===== config.mk =====
export PLATFORM = sky130hd
export DESIGN_NAME = acc_alu
export DESIGN_NICKNAME = d
export VERILOG_FILES = /design/src/rtl/acc_alu_pkg.sv /design/src/rtl/acc_alu_datapath.sv /design/src/rtl/acc_alu_cost.sv /design/src/rtl/acc_alu_flagreg.sv /design/src/rtl/acc_alu.sv
export SDC_FILE = /design/constraint.sdc
export NUM_CORES = 1
export LEC_CHECK = 0
export BUFFER_PORTS_ARGS = -buffer_cell sky130_fd_sc_hd__buf_2
export CAP_MARGIN = 30
export CORE_AREA = 5 5 68 70
export DETAILED_ROUTE_END_ITERATION = 16
export DIE_AREA = 0 0 73 75
export GPL_ROUTABILITY_DRIVEN = 0
export PLACE_DENSITY_LB_ADDON = 0.1
export SETUP_SLACK_MARGIN = 0.3
export SYNTH_ARGS = -nofsm -noshare
export SYNTH_HDL_FRONTEND = slang
export SYNTH_HIERARCHICAL = 1
export SYNTH_SLANG_ARGS = --single-unit

===== constraint.sdc =====
create_clock -name clk -period 3.88 [get_ports clk]
set_input_delay 0.776 -clock clk [delete_from_list [all_inputs] [get_ports clk]]
set_output_delay 0.776 -clock clk [all_outputs]
set_load 0.01 [all_outputs]

===== src/rtl/acc_alu_pkg.sv =====
package acc_alu_pkg;
   typedef enum logic [2:0] {
      OP_OR  = 3'd0,
      OP_ADC = 3'd1,
      OP_CP  = 3'd2,
      OP_DEC = 3'd3,
      OP_CCF = 3'd4,
      OP_BIT = 3'd5
   } alu_op_e;

   typedef struct packed {
      logic z;
      logic n;
      logic h;
      logic c;
   } flags_t;

   localparam int FLAG_BYTE_W = 8;

   function automatic flags_t unpack_flags(input logic [FLAG_BYTE_W-1:0] b);
      flags_t f;
      f.z = b[7];
      f.n = b[6];
      f.h = b[5];
      f.c = b[4];
      return f;
   endfunction

   function automatic logic [FLAG_BYTE_W-1:0] pack_flags(input flags_t f);
      return {f.z, f.n, f.h, f.c, 4'b0000};
   endfunction
endpackage


===== src/rtl/acc_alu_datapath.sv =====
module acc_alu_datapath
   import acc_alu_pkg::*;
#(
   parameter int DATA_W = 8,
   parameter int IDX_W  = $clog2(DATA_W)
) (
   input  logic [2:0]        op_sel,
   input  logic [DATA_W-1:0] acc_in,
   input  logic [DATA_W-1:0] opr_in,
   input  logic [IDX_W-1:0]  bit_sel,
   input  flags_t            f_in,
   output logic [DATA_W-1:0] res,
   output logic              acc_we,
   output logic [DATA_W-1:0] dst,
   output logic              dst_we,
   output flags_t            f_out
);
   localparam int NIB = 4;

   logic [DATA_W:0]   add_w;
   logic [NIB:0]      add_nib;
   logic [DATA_W:0]   sub_w;
   logic [NIB:0]      sub_nib;
   logic [DATA_W-1:0] dec_v;
   logic [DATA_W-1:0] or_v;

   always_comb begin
      add_w   = {1'b0, acc_in} + {1'b0, opr_in} + {{DATA_W{1'b0}}, f_in.c};
      add_nib = {1'b0, acc_in[NIB-1:0]} + {1'b0, opr_in[NIB-1:0]}
                + {{NIB{1'b0}}, f_in.c};
      sub_w   = {1'b0, acc_in} - {1'b0, opr_in};
      sub_nib = {1'b0, acc_in[NIB-1:0]} - {1'b0, opr_in[NIB-1:0]};
      dec_v   = opr_in - {{(DATA_W-1){1'b0}}, 1'b1};
      or_v    = acc_in | opr_in;
   end

   always_comb begin
      res    = acc_in;
      dst    = opr_in;
      acc_we = 1'b0;
      dst_we = 1'b0;
      f_out  = f_in;
      case (op_sel)
         OP_OR: begin
            res    = or_v;
            acc_we = 1'b1;
            f_out  = '{z: (or_v == '0), n: 1'b0, h: 1'b0, c: 1'b0};
         end
         OP_ADC: begin
            res    = add_w[DATA_W-1:0];
            acc_we = 1'b1;
            f_out  = '{z: (add_w[DATA_W-1:0] == '0), n: 1'b0,
                       h: add_nib[NIB], c: add_w[DATA_W]};
         end
         OP_CP: begin
            f_out  = '{z: (sub_w[DATA_W-1:0] == '0), n: 1'b1,
                       h: sub_nib[NIB], c: sub_w[DATA_W]};
         end
         OP_DEC: begin
            dst    = dec_v;
            dst_we = 1'b1;
            f_out  = '{z: (dec_v == '0), n: 1'b1,
                       h: (dec_v[NIB-1:0] == {NIB{1'b1}}), c: f_in.c};
         end
         OP_CCF: begin
            f_out  = '{z: f_in.z, n: 1'b0, h: 1'b0, c: ~f_in.c};
         end
         OP_BIT: begin
            f_out  = '{z: ~opr_in[bit_sel], n: 1'b0, h: 1'b1, c: f_in.c};
         end
         default: ;
      endcase
   end
endmodule


===== src/rtl/acc_alu_cost.sv =====
module acc_alu_cost
   import acc_alu_pkg::*;
#(
   parameter int COST_W     = 4,
   parameter int COST_SHORT = 4,
   parameter int COST_LONG  = 8
) (
   input  logic [2:0]        op_sel,
   output logic [COST_W-1:0] cost
);
   always_comb begin
      case (op_sel)
         OP_OR, OP_ADC, OP_CP, OP_DEC, OP_CCF: cost = COST_W'(COST_SHORT);
         OP_BIT:                               cost = COST_W'(COST_LONG);
         default:                              cost = '0;
      endcase
   end
endmodule


===== src/rtl/acc_alu_flagreg.sv =====
module acc_alu_flagreg #(
   parameter int  W         = 8,
   parameter bit  REG_FLAGS = 1'b1
) (
   input  logic         clk,
   input  logic         rst_n,
   input  logic         en,
   input  logic [W-1:0] d,
   output logic [W-1:0] q
);
   generate
      if (REG_FLAGS) begin : g_reg
         always_ff @(posedge clk or negedge rst_n) begin
            if (!rst_n)  q <= '0;
            else if (en) q <= d;
         end
      end else begin : g_pass
         assign q = d;
      end
   endgenerate
endmodule


===== src/rtl/acc_alu.sv =====
module acc_alu
   import acc_alu_pkg::*;
#(
   parameter int DATA_W     = 8,
   parameter int COST_W     = 4,
   parameter int COST_SHORT = 4,
   parameter int COST_LONG  = 8,
   parameter bit REG_FLAGS  = 1'b1,
   localparam int IDX_W     = $clog2(DATA_W)
) (
   input  logic                   clk,
   input  logic                   rst_n,
   input  logic                   en,
   input  logic [2:0]             op_sel,
   input  logic [DATA_W-1:0]      acc_in,
   input  logic [DATA_W-1:0]      opr_in,
   input  logic [IDX_W-1:0]       bit_sel,
   input  logic [FLAG_BYTE_W-1:0] flg_in,
   output logic [DATA_W-1:0]      res_out,
   output logic                   acc_we,
   output logic [DATA_W-1:0]      dst_out,
   output logic                   dst_we,
   output logic [FLAG_BYTE_W-1:0] flg_nxt,
   output logic [FLAG_BYTE_W-1:0] flg_q,
   output logic [COST_W-1:0]      cost
);
   generate
      if (DATA_W < 8 || (DATA_W % 4) != 0) begin : g_bad_width
         $error("acc_alu: DATA_W must be a multiple of 4 and at least 8");
      end
      if (COST_LONG >= (1 << COST_W) || COST_SHORT >= (1 << COST_W)) begin : g_bad_cost
         $error("acc_alu: COST_W too narrow for cycle costs");
      end
   endgenerate

   flags_t f_in_s;
   flags_t f_out_s;

   assign f_in_s  = unpack_flags(flg_in);
   assign flg_nxt = pack_flags(f_out_s);

   acc_alu_datapath #(.DATA_W(DATA_W), .IDX_W(IDX_W)) u_dp (
      .op_sel (op_sel),
      .acc_in (acc_in),
      .opr_in (opr_in),
      .bit_sel(bit_sel),
      .f_in   (f_in_s),
      .res    (res_out),
      .acc_we (acc_we),
      .dst    (dst_out),
      .dst_we (dst_we),
      .f_out  (f_out_s)
   );

   acc_alu_cost #(.COST_W(COST_W), .COST_SHORT(COST_SHORT),
                  .COST_LONG(COST_LONG)) u_cost (
      .op_sel(op_sel),
      .cost  (cost)
   );

   acc_alu_flagreg #(.W(FLAG_BYTE_W), .REG_FLAGS(REG_FLAGS)) u_freg (
      .clk  (clk),
      .rst_n(rst_n),
      .en   (en),
      .d    (flg_nxt),
      .q    (flg_q)
   );
endmodule


==> flow_summary_export.csv <==
group,metric,value,unit
status,outcome,"completed",
synth,avgSynthCellArea,7.95,sq um
worst_setup_path,reg2regPathDepth,1,
timing,rsz0062_at_grt,"yes",
timing,maxClockFrequency,0.266,GHz
power_and_ir_drop,swShare,0.399,
clocking,clock_latency,220,ps
grt,grt_pass1_vias,1978,
floorplan,fp.dieH,75,microns
worst_setup_path,path_class,"primary input to output pin",
routing,ant_nets,0,
grt,grt_pass1_wl,9490,microns
cells_and_area,nFillCells,325,
worst_setup_path,cp.arrival,2990,ps
synth,yosysTopAreaCell,"ha_1",
clocking,cts_tree,"built",
cells_and_area,synthToLayoutAreaGrowth,43.0,%
worst_setup_path,regToRegEndpoint,"u_freg/q[2]$_DFFE_PN0P_",
routing,dr.pass1.iters,4,
routing,drt_iter0_markers,177,
timing,setup_ws,119,ps
cells_and_area,fin_nets,403,
power_and_ir_drop,p_sw,0.229,mW
grt,grt_max_degree,18,
grt,grt-ovfl-total,0,
worst_setup_path,cp_max_fo,3,
power_and_ir_drop,pwr-share-comb,0.654,
synth,synth-edff-count,0,
cells_and_area,regMostFlops,"u_freg/q",
floorplan,start_util,0.494,
placed_design,portBuffers,60,
routing,drt-total-wl,6110,microns
clocking,cts_inserted_buffers,3,
worst_setup_path,crit_required,3100,ps
cells_and_area,mostFrequentLayoutCells,"buf_2 (57), buf_4 (37), inv_1 (23), ha_1 (20), nor2_1 (19)",
timing,min_period,3760,ps
timing,final.period_utilization,0.969,
placed_design,place_worst_setup_slack,-71.0,ps
worst_setup_path,worstSetupStartpoint,"opr_in[0]",
clocking,clock-sinks,8,
cells_and_area,regArea,200,sq um
synth,yosys_warnings,6,
timing,drv_slew,0,
timing,fin_worst_skew,0,ps
clocking,cts_max_level,1,
floorplan,core,3910,sq um
cells_and_area,reg_top3,"u_freg/q: 8 flops",
synth,yosysSeqAreaShare,0.104,
grt,antenna_found_initial,0,
power_and_ir_drop,seqPwrFrac,0.175,
worst_setup_path,endpoint_kind,"output pin",
cells_and_area,largest_reg_flops,8,
placed_design,place.detailed.hpwl,5010,microns
synth,synth.ff_latch_count,8,
worst_setup_path,rrSetupSlack,3100,ps
synth,synth_cells,243,
routing,via_count,2126,
timing,setup_viol,0,
power_and_ir_drop,totalPowerFinal,0.575,mW
synth,synthArstFlopShare,1.00,
routing,drc,0,
grt,grt_usage,0.221,
cells_and_area,num_antenna_cells,0,
synth,netlist_area,1930,sq um
synth,synth.area.top_cells,"ha_1 (17%), dfrtp_1 (10%), xnor2_1 (6.3%), mux2_4 (6.2%), inv_1 (5.1%)",
synth,ys_types,58,
cells_and_area,multi_input_area,1710,sq um
run,cap_violations,0,
power_and_ir_drop,clkPwrFrac,0.171,
cells_and_area,drive_gt1_frac,0.437,
synth,synth_top_area_share,0.168,
routing,vias_per_cell,5.47,
floorplan,die_w,73,microns
synth,synth_ff_type,"dfrtp_1",
worst_hold_path,min_path_type,"primary input to asynchronous set/reset pin",
floorplan,ioPinCount,71,
floorplan,num_rows,23,
power_and_ir_drop,p_per_area,208,nW/um^2
clocking,clk_path_buf_depth,2,
worst_setup_path,r2r-start,"u_freg/q[2]$_DFFE_PN0P_",
cells_and_area,final_common_cell,"buf_2",
power_and_ir_drop,p_int,0.346,mW
clocking,cts.clk_slew.worst_paths,40,ps
timing,final.setup.tns,0,ps
power_and_ir_drop,peakVddDrop,0.000100,V
worst_setup_path,start_kind,"primary input",
timing,hold_viol,0,
clocking,cts_root_buf,"clkbuf_8",
routing,wl_per_cell,15.7,microns
power_and_ir_drop,p_leak,1.34,nW
clocking,ctsHoldBuffers,0,
floorplan,die-area,5480,sq um
## metrics by stage
| step | hold slack, ps | util | instances | area [sq um] |
|---|---|---|---|---|
| final | 388 | 0.706 | 389 | 2760 |
| after global routing | 395 | 0.706 | 389 | 2760 |
| after CTS | 389 | 0.690 | 388 | 2700 |
| after detailed placement | 494 | 0.638 | 379 | 2500 |
| after global placement | 492 | 0.638 | 379 | 2500 |
| after floorplan | 480 | - | 251 | 1980 |
## power groups by stage
stage,sequential [mW],clock (mW),combinational [mW]
after floorplan,0.106,0,0.191
after global placement,0.101,0,0.321
after detailed placement,0.102,0,0.326
after CTS,0.101,0.100,0.357
after global routing,0.102,0.105,0.407
final,0.101,0.0983,0.376
## cells in the mapped netlist, types with 3 or more instances
cell,n
ha_1,26
inv_1,26
nor2_1,19
a21oi_1,18
xnor2_1,14
nand2_1,10
o21ai_0,9
dfrtp_1,8
mux2_4,8
buf_4,7
nand3_1,7
nor3_1,6
clkbuf_1,5
nor2b_1,5
a2111oi_0,4
nand4_1,4
nor4_1,4
a211oi_1,3
fa_1,3
mux2_2,3
o31ai_1,3
## cells by family after synthesis
logic type / synth area share
AO/OA/AOI/OAI: 0.220
flip-flops: 0.104
buffers and inverters: 0.102
adder cells (fa/ha/maj): 0.199
other: 0.00389
multiplexers: 0.108
AND/OR/NAND/NOR: 0.190
XOR/XNOR: 0.0725
## cell type report
class	instances	share of cell area
inverters	27	0.0376
clock buffers	3	0.0149
flip-flops and latches	8	0.0725
repair buffers	101	0.235
multi-input cells	200	0.617
well taps	50	0.0226
## worst max-delay path, cell delays in order
cell	delay (ps)
buf_8	90
fa_2	220
inv_2	40
fa_2	340
nand2b_4	160
a211oi_2	190
buf_4	160
o32a_1	160
nand2_1	80
and3_1	180
a221o_1	290
a21o_1	170
buf_2	140
## metal layers
layer  GRT usage  share of wire  vias up
li1            -              -     1047
met3      0.0200          0.061        7
met4      0.0307         0.0097        0
met1       0.286           0.41      995
met5           0              0        -
met2       0.406           0.52       77
## what timing repair did
item                                    4_1_cts  5_1_grt
buffers inserted                              6        1
gates resized for setup                      27       14
endpoints found under the setup margin        5        6
pin swaps                                    16        7
## worst max path at each step
stage | endpoint | cells after the start
global route | flg_nxt[7] | 13
global placement | flg_nxt[7] | 13
CTS | flg_nxt[7] | 13
detailed placement | flg_nxt[7] | 13
finish | flg_nxt[7] | 13
floorplan | flg_nxt[7] | 10
Note: power is estimated with default switching activity, not from simulation.
